[src/rtl/irq_pend_pkg.sv]
package irq_pend_pkg;
    typedef enum logic [1:0] {
        ST_IDLE    = 2'b00,
        ST_PEND    = 2'b01,
        ST_ACT     = 2'b10,
        ST_ACTPEND = 2'b11
    } irq_state_e;

    localparam int unsigned CLR_BASE  = 'h280;
    localparam int unsigned SET_BASE  = 'h200;
    localparam int unsigned SGI_COUNT = 16;
    localparam int unsigned REG_BITS  = 32;
endpackage

[src/rtl/irq_pend_cell.sv]
module irq_pend_cell
    import irq_pend_pkg::*;
(
    input  logic clk,
    input  logic rst_n,
    input  logic irq_in,
    input  logic is_level,
    input  logic set_req,
    input  logic clr_req,
    input  logic ack_req,
    input  logic done_req,
    output logic st_pending,
    output logic st_active
);
    irq_state_e state_q, state_d;
    logic in_q, latch_q, latch_d;
    logic rise, fresh, hold, keep;

    assign rise  = irq_in & ~in_q;
    assign fresh = (is_level ? irq_in : rise) | set_req;
    assign hold  = is_level ? (latch_q | irq_in) : 1'b1;
    assign keep  = clr_req ? fresh : (hold | fresh);

    always_comb begin
        state_d = state_q;
        unique case (state_q)
            ST_IDLE:    state_d = fresh ? ST_PEND : ST_IDLE;
            ST_PEND: begin
                if (ack_req) state_d = fresh ? ST_ACTPEND : ST_ACT;
                else         state_d = keep  ? ST_PEND    : ST_IDLE;
            end
            ST_ACT: begin
                if (done_req) state_d = fresh ? ST_PEND    : ST_IDLE;
                else          state_d = fresh ? ST_ACTPEND : ST_ACT;
            end
            ST_ACTPEND: begin
                if (done_req) state_d = keep ? ST_PEND    : ST_IDLE;
                else          state_d = keep ? ST_ACTPEND : ST_ACT;
            end
        endcase
    end

    assign latch_d = set_req |
                     (latch_q & ~clr_req & ~(ack_req & (state_q == ST_PEND)));

    always_ff @(posedge clk or negedge rst_n) begin
        if (!rst_n) begin
            state_q <= ST_IDLE;
            latch_q <= 1'b0;
            in_q    <= 1'b0;
        end else begin
            state_q <= state_d;
            latch_q <= latch_d;
            in_q    <= irq_in;
        end
    end

    always_comb begin
        st_pending = 1'b0;
        st_active  = 1'b0;
        unique case (state_q)
            ST_IDLE:    ;
            ST_PEND:    st_pending = 1'b1;
            ST_ACT:     st_active  = 1'b1;
            ST_ACTPEND: begin
                st_pending = 1'b1;
                st_active  = 1'b1;
            end
        endcase
    end
endmodule

[src/rtl/irq_pend_decode.sv]
module irq_pend_decode
    import irq_pend_pkg::*;
#(
    parameter int NUM_REGS = 2,
    parameter int NUM_IRQ  = 48,
    parameter int ADDR_W   = 12
) (
    input  logic [ADDR_W-1:0]   bus_addr,
    input  logic                bus_wr,
    input  logic [31:0]         bus_wdata,
    input  logic                bus_nonsec,
    input  logic [NUM_IRQ-1:0]  grp_sec,
    input  logic [NUM_IRQ-1:0]  ns_ok,
    input  logic [NUM_IRQ-1:0]  pend_state,
    output logic [NUM_IRQ-1:0]  set_strobe,
    output logic [NUM_IRQ-1:0]  clr_strobe,
    output logic [31:0]         rdata
);
    localparam int SLOTS     = NUM_REGS * REG_BITS;
    localparam int WIN_BYTES = NUM_REGS * 4;

    logic              aligned, in_clr, in_set;
    logic [ADDR_W-1:0] clr_word, set_word, word_sel;
    logic [NUM_IRQ-1:0] vis;
    logic [SLOTS-1:0]   vis_pad;

    assign aligned  = (bus_addr[1:0] == 2'b00);
    assign in_clr   = aligned && (bus_addr >= ADDR_W'(CLR_BASE)) &&
                      (bus_addr < ADDR_W'(CLR_BASE + WIN_BYTES));
    assign in_set   = aligned && (bus_addr >= ADDR_W'(SET_BASE)) &&
                      (bus_addr < ADDR_W'(SET_BASE + WIN_BYTES));
    assign clr_word = (bus_addr - ADDR_W'(CLR_BASE)) >> 2;
    assign set_word = (bus_addr - ADDR_W'(SET_BASE)) >> 2;
    assign word_sel = in_clr ? clr_word : set_word;

    for (genvar i = 0; i < NUM_IRQ; i++) begin : g_line
        logic access_ok, bit_hit;
        assign access_ok = ~bus_nonsec | ~grp_sec[i] | ns_ok[i];
        assign bit_hit   = bus_wr && (word_sel == ADDR_W'(i / REG_BITS)) &&
                           bus_wdata[i % REG_BITS] && access_ok;
        assign vis[i]    = pend_state[i] & access_ok;
        if (i < SGI_COUNT) begin : g_sgi
            assign clr_strobe[i] = 1'b0;
            assign set_strobe[i] = 1'b0;
        end else begin : g_periph
            assign clr_strobe[i] = bit_hit & in_clr;
            assign set_strobe[i] = bit_hit & in_set;
        end
    end

    assign vis_pad = SLOTS'(vis);

    always_comb begin
        rdata = '0;
        if (in_clr || in_set) begin
            for (int r = 0; r < NUM_REGS; r++) begin
                if (word_sel == ADDR_W'(r)) rdata = vis_pad[r*REG_BITS +: REG_BITS];
            end
        end
    end
endmodule

[src/rtl/irq_pend_clear_bank.sv]
module irq_pend_clear_bank
    import irq_pend_pkg::*;
#(
    parameter int LINE_COUNT = 1,
    parameter int NUM_IRQ    = 48,
    parameter int ADDR_W     = 12,
    localparam int NUM_REGS  = LINE_COUNT + 1,
    localparam int ID_W      = $clog2(NUM_REGS * REG_BITS)
) (
    input  logic                clk,
    input  logic                rst_n,
    input  logic [ADDR_W-1:0]   bus_addr,
    input  logic                bus_wr,
    input  logic [31:0]         bus_wdata,
    input  logic                bus_nonsec,
    output logic [31:0]         bus_rdata,
    input  logic [NUM_IRQ-1:0]  irq_in,
    input  logic [NUM_IRQ-1:0]  irq_level,
    input  logic [NUM_IRQ-1:0]  irq_grp_sec,
    input  logic [NUM_IRQ-1:0]  irq_ns_ok,
    input  logic                ack_valid,
    input  logic [ID_W-1:0]     ack_id,
    input  logic                done_valid,
    input  logic [ID_W-1:0]     done_id,
    output logic [NUM_IRQ-1:0]  irq_pending,
    output logic [NUM_IRQ-1:0]  irq_active
);
    logic [NUM_IRQ-1:0] set_strobe, clr_strobe;

    irq_pend_decode #(
        .NUM_REGS (NUM_REGS),
        .NUM_IRQ  (NUM_IRQ),
        .ADDR_W   (ADDR_W)
    ) u_decode (
        .bus_addr   (bus_addr),
        .bus_wr     (bus_wr),
        .bus_wdata  (bus_wdata),
        .bus_nonsec (bus_nonsec),
        .grp_sec    (irq_grp_sec),
        .ns_ok      (irq_ns_ok),
        .pend_state (irq_pending),
        .set_strobe (set_strobe),
        .clr_strobe (clr_strobe),
        .rdata      (bus_rdata)
    );

    for (genvar i = 0; i < NUM_IRQ; i++) begin : g_cell
        irq_pend_cell u_cell (
            .clk        (clk),
            .rst_n      (rst_n),
            .irq_in     (irq_in[i]),
            .is_level   (irq_level[i]),
            .set_req    (set_strobe[i]),
            .clr_req    (clr_strobe[i]),
            .ack_req    (ack_valid && (ack_id == ID_W'(i))),
            .done_req   (done_valid && (done_id == ID_W'(i))),
            .st_pending (irq_pending[i]),
            .st_active  (irq_active[i])
        );
    end
endmodule

[config.mk]
export PLATFORM = sky130hd
export DESIGN_NAME = irq_pend_clear_bank
export DESIGN_NICKNAME = d
export VERILOG_FILES = /design/src/rtl/irq_pend_pkg.sv /design/src/rtl/irq_pend_cell.sv /design/src/rtl/irq_pend_decode.sv /design/src/rtl/irq_pend_clear_bank.sv
export SDC_FILE = /design/constraint.sdc
export NUM_CORES = 1
export LEC_CHECK = 0
export BUFFER_PORTS_ARGS = -buffer_cell sky130_fd_sc_hd__clkbuf_2
export CORE_MARGIN = 8
export CORE_UTILIZATION = 42
export CTS_BUF_LIST = sky130_fd_sc_hd__clkbuf_4 sky130_fd_sc_hd__clkbuf_8
export DETAILED_ROUTE_END_ITERATION = 8
export PLACE_DENSITY = 0.69
export SETUP_SLACK_MARGIN = 0.15
export SLEW_MARGIN = 20
export SYNTH_ARGS = -nofsm -noshare
export SYNTH_HDL_FRONTEND = slang
export SYNTH_SLANG_ARGS = --single-unit
[constraint.sdc]
create_clock -name clk -period 3.2 [get_ports clk]
set_input_delay 0.32 -clock clk [delete_from_list [all_inputs] [get_ports clk]]
set_output_delay 0.32 -clock clk [all_outputs]
set_load 0.1 [all_outputs]
* After elaboration in Yosys (flattened, before gate mapping)
Cells that the tools add are included.
** Word-level totals
- Bits in registers :: 192
- Output and inout port bits :: 128
** Cells by class
- Add/sub/neg operators :: 2
- $lt $le $gt $ge :: 4
- Eq/ne operators :: 239
- Muxes and demuxes :: 612
- Bitwise gates (word level) :: 721
- Reduce and logical (&&, ||, !) cells :: 315
** Operator list (number)
- 2-to-1 mux 1 bit :: 416
- one-hot mux 2 bit (4 select lines) :: 48
- AND 1 bit :: 288
- 2-to-1 mux 2 bit :: 144
- bitwise OR 1 bit :: 256
- == test 2 bit (second input constant) :: 96
- == test 6 x 5 -> 1 bit (second input constant) :: 32
- == test 6 bit (second input constant) :: 32
- OR reduction 2 bit :: 96
- inverter 1 bit :: 177
- logical AND 1 bit :: 166
- logical NOT 2 bit :: 49
- == test 2 x 1 -> 1 bit (second input constant) :: 48
- == test 6 x 4 -> 1 bit (second input constant) :: 16
- 2-to-1 mux 32 bit :: 3
- == test 6 x 3 -> 1 bit (second input constant) :: 8
- == test 6 x 2 -> 1 bit (second input constant) :: 4
- >= comparator 12 x 10 -> 1 bit (second input constant) :: 2
- < comparator 12 x 10 -> 1 bit (second input constant) :: 2
- subtractor 12 x 10 -> 12 bit (second input constant) :: 2
- == test 12 x 1 -> 1 bit (second input constant) :: 1
- == test 6 x 1 -> 1 bit (second input constant) :: 2
- logical NOT 12 bit :: 1
- logical NOT 6 bit :: 2
- other kinds (2) :: 2

* Longest topological paths before layout
- Word-level depth :: 15
- Mapped depth :: 10

* Cells and area by module
From an unflattened synthesis, not the netlist that was laid out.
** Unflattened totals
- Cells, all modules :: 1446
- Area, all modules :: 12572.1 µm²
** By module, submodules not included
- irq_pend_cell at g_cell[0].u_cell ... :: times used 28, cells an instance 18, area an instance 185.2 µm², seq. area each 100.1 µm²
- irq_pend_cell at g_cell[35].u_cell ... :: times used 20, cells an instance 18, area an instance 192.7 µm², seq. area each 100.1 µm²
- irq_pend_decode :: times used 1, cells an instance 432, area an instance 2740.1 µm², seq. area each 0.0 µm²
- irq_pend_clear_bank :: times used 1, cells an instance 150, area an instance 793.3 µm², seq. area each 0.0 µm²

* Worst setup path after synthesis
OpenSTA, ideal clock, no wires.
- Path type :: input-to-output
- Start :: in bus_addr[1]
- End :: out bus_rdata[0]
- Data arrival time :: 4658 ps
- Slack :: -1778 ps
- Cell stages on the path :: 5
- Cell sequence :: or4_4 a2111oi_4 mux2_4 clkbuf_1 nor4_1
** Between the ends
- Longest elaborated chain between the ends :: 8
- Elaborated cells between the ends (all ways) :: 18
- Classes of those cells :: add/sub (2); order compare (4); eq/ne (1); mux (4); reduce/logical (7)
** RTL lines
- start, declared :: RTL line irq_pend_clear_bank.sv:12 : input logic [ADDR_W-1:0] bus_addr,
- >= comparator 12 x 10 -> 1 bit or logical NOT 2 bit (tied branches) :: RTL line irq_pend_decode.sv:28, irq_pend_decode.sv:27
- logical AND 1 bit (2 in series) :: RTL line irq_pend_decode.sv:28 : assign in_clr = aligned && (bus_addr >= ADDR_W'(CLR_BASE)) &&
- 2-to-1 mux 10 bit :: RTL line irq_pend_decode.sv:34 : assign word_sel = in_clr ? clr_word : set_word;
- logical NOT 12 bit
- 2-to-1 mux 32 bit (2 in series) :: RTL line irq_pend_decode.sv:57 : if (word_sel == ADDR_W'(r)) rdata = vis_pad[r*REG_BITS +: REG_BITS];
- 2-to-1 mux 32 bit * :: RTL line irq_pend_decode.sv:55 : if (in_clr || in_set) begin
- end, declared :: RTL line irq_pend_clear_bank.sv:16 : output logic [31:0] bus_rdata,
Mark *: on every way between the ends. The rest lies on a longest branch, timed or not.

* Worst setup path in the final report
- Start :: in bus_addr[0]
- End :: out bus_rdata[31]
Same word-level chain as after synthesis.

==> metrics.md <==
| Metric | Value |
|---|---|
| Gr usage total | 25.1% |
| Clock Latency Late Sink | 460 ps |
| Synth Area in Adders | 0.591% |
| Worst R2R Start | g_cell[12].u_cell.state_q[0] |
| Placed inst area | 12600 um^2 |
| Die height | 175 um |
| Avg Vias per Cell | 5.32 |
| Met3 usage | 6.19% |
| Fin worst setup slack | 79.0 ps |
| Worst path top cell family by delay | simple AND/OR/NAND/NOR gates |
| Synth top area share | 45.4% |
| Net Count, Synth | 1534 |
| Sequential cell area fraction in the yosys report | 45.4% |
| # rows | 58 |
| Critical path class | input port to primary output |
| ANT nets after route | 0 |
| Dpl cells | 1782 |
| Vias in the first global route | 10295 |
| R2R Setup Slk | 1800 ps |
| Worst slew margin | 35.6% |
| Mapped Cells | 1275 |
| Buffers added on ports | 381 |
| Post-route DRC | 0 |
| Final std cells w/o fill | 1865 |
| Post-route clock period utilization | 97.5% |
| Ys flop type | dfrtp_1 |
| Max Cap Violations | 0 |
| Largest family of logic cells by synthesized area | simple AND/OR/NAND/NOR gates |
| Sink Count | 192 |
| P&R area growth vs syn | 27.7% |
| Fin util | 54.1% |
| Die area | 30500 um^2 |
| Setup crit end | bus_rdata[31] |
| Routed len/inst | 21.0 um |
| GRT Max-Usage Layer | met2 |
| Synth Cell Area | 10600 um^2 |
| Largest net degree at the start of global routing | 78 |
| CP Depth | 9 |
| Slew @ Worst Pin | 963 ps |
| Post-synthesis mux area share | 0.142% |
| Layout cells sized above 1 | 32.6% |
| Hold Path Class | input port to flip-flop |
| Gpl congestion | 0.867 |
| CP Cell Sequence | clkbuf_2 -> or4_4 -> a2111oi_4 -> mux2_4 -> or4_4 -> nor2_4 -> buf_12 -> and3_2 -> buf_12 |
| Xor and xnor area share after synthesis | 0.237% |
| M2 GR Usage | 42.8% |
| Pwr dens | 485 nW/um^2 |
| Detailed placement HPWL | 30400 um |
| Fin Clk Skew | 14.9 ps |
| Slowest CP cell | or4_4 |
| Grt met1 use | 30.9% |
| Final Slew Violations | 0 |
| Syn. warnings | 0 |
| Worst-case vdd ir drop | 313 uV |
| Post-synth EDFFs | 0 |
| Chip width | 175 um |
| Status | completed |
| Post-synth cell types | 42 |
| CTS Buf Count | 17 |
| Crit. Startpoint | bus_addr[0] |
| WP data arrival | 2800 ps |
| Root buffer cell | clkbuf_8 |
| Synth async-reset ratio | 100% |
| Critical R2R Capture | g_cell[12].u_cell.latch_q |
| H-Tree Depth | 4 |
| Global-route wire length before repair | 59600 um |
| Compound-Gate Fraction of Synth Area | 11.0% |
| Top cells by area, synth | dfrtp_1 (45%), nand2_1 (8.2%), buf_4 (7.0%), o21ai_0 (4.2%), clkbuf_1 (4.2%) |
| Mean Syn Cell Area | 8.30 um^2 |
| Initial antenna violation count | 4 |
| Worst-case reg-to-reg path depth | 2 |
| CP Max Fanout | 15 |
| DR pass1 iterations | 5 |
| Area leader, netlist | dfrtp_1 |
| TritonCTS clock tree | done |
| CP Launch Type | input port |
| CP required | 2880 ps |
| CTS max path bufs | 2 |
| Post-Synth Simple-Gate Area | 28.9% |
| Setup Viol. Count Final | 0 |
| Yosys reg bits | 192 |
| Dpl ws | 53.2 ps |
| Starting density of the core | 42.4% |
| Placeable core area | 25000 um^2 |
| Fmax | 320 MHz |
| Peak per-stage delay on the critical path | 530 ps |
| Leak | 6.76 nW |
| Gr ovfl total | 0 |
| Top-count cell post-synth | nand2_1 |
| Worst Setup End Kind | primary output |
| Routed wire length | 39200 um |
| Worst-path clk slew | 100 ps |
| Minimum clock period | 3120 ps |
| 1st-iter DRT viols | 696 |
| Hold Vio Cnt, Final | 0 |
| Post-synth top cells | nand2_1 (230), dfrtp_1 (192), clkbuf_1 (118) |
| Cell area after layout | 13500 um^2 |
| Via count | 9919 |
| RSZ-0062 raised after global routing | yes |
| IO Count | 382 |
| Nets | 1779 |
| Buffers & Inverters on Critical Path | 3 |
## how the worst min path moves through the flow
stage,start,to,slack (ps),cells after the start
finish,irq_level[14],g_cell[14].u_cell.state_q[0],70,2
global route,irq_level[14],g_cell[14].u_cell.state_q[0],50,2
CTS,irq_level[14],g_cell[14].u_cell.state_q[0],20,2
detailed placement,rst_n,g_cell[0].u_cell.state_q[0],330,1
global placement,rst_n,g_cell[0].u_cell.in_q,320,1
floorplan,rst_n,g_cell[0].u_cell.in_q,20,0
## area by class of cell
type / instances / area, um^2
Fill cell: 2332 / 11500
Inverter: 59 / 221
Timing Repair Buffer: 450 / 3090
Multi-Input combinational cell: 800 / 4620
Tap cell: 330 / 413
Clock buffer: 17 / 234
Antenna cell: 3 / 7.51
Clock inverter: 14 / 124
Sequential cell: 192 / 4800
## flip-flops by register name (all words and copies together), names as in the netlist
register               cells
g_cell.u_cell.latch_q     48
g_cell.u_cell.in_q        48
g_cell.u_cell.state_q     96
## repair_timing
item / in CTS / in global routing
endpoints found under the setup margin: 15 / 15
gates cloned: 0 / 0
resized for setup: 1 / 2
hold buffers: 49 / 0
buffers inserted: 0 / 0
pin swaps: 0 / 0
hold endpoints to repair: 105 / 0
## report_power, final
part	switching [W]	internal, W	total [W]
sequential	0.000178	0.00262	0.00280
combinational	0.00179	0.000455	0.00225
clock	0.000941	0.000563	0.00150
## layer usage
metal | up-vias | part of all wire, %
li1 | 4674 | -
met5 | - | 0.033
met3 | 42 | 6.7
met2 | 374 | 49
met4 | 2 | 2.3
met1 | 4827 | 41
## placed cells by master, fill, tap and decap left out, drive strengths merged, types with 14 or more instances in the layout
| master | synthesis | layout |
|---|---|---|
| a31oi | 24 | 24 |
| nand4b | 14 | 14 |
| and2 | 16 | 16 |
| clkbuf | 118 | 366 |
| o21ai | 89 | 89 |
| nor4 | 18 | 18 |
| nor3 | 41 | 41 |
| buf | 106 | 52 |
| nor2 | 63 | 63 |
| dlygate4sd3 | 0 | 49 |
| nand2b | 16 | 16 |
| o31ai | 26 | 26 |
| inv | 59 | 66 |
| nand3 | 76 | 76 |
| or3b | 14 | 14 |
| nand3b | 37 | 37 |
| nand2 | 230 | 230 |
| dfrtp | 192 | 192 |
| and3 | 48 | 48 |
| a21oi | 25 | 25 |
## through the flow
stage                     TNS, ps  power [W]  hold slack, ps
final                           0    0.00655            70.8
after global routing            0    0.00682            50.4
after CTS                       0    0.00660            16.3
after detailed placement        0    0.00504             327
after global placement          0    0.00501             323
after floorplan             -2040    0.00475            24.4
## cell families (layout without fill, tap and decap cells)
kind of cell               after synthesis  count (layout)
xor gates and xnor gates                 2               2
muxes                                    1               1
AOI/OAI and AO/OA                      192             192
and+or+nand+nor                        600             600
buffers and inverters                  283             540
other                                    0               3
DFF                                    192             192
adders and majority gates                5               5
Note: power is estimated with default switching activity, not from simulation.
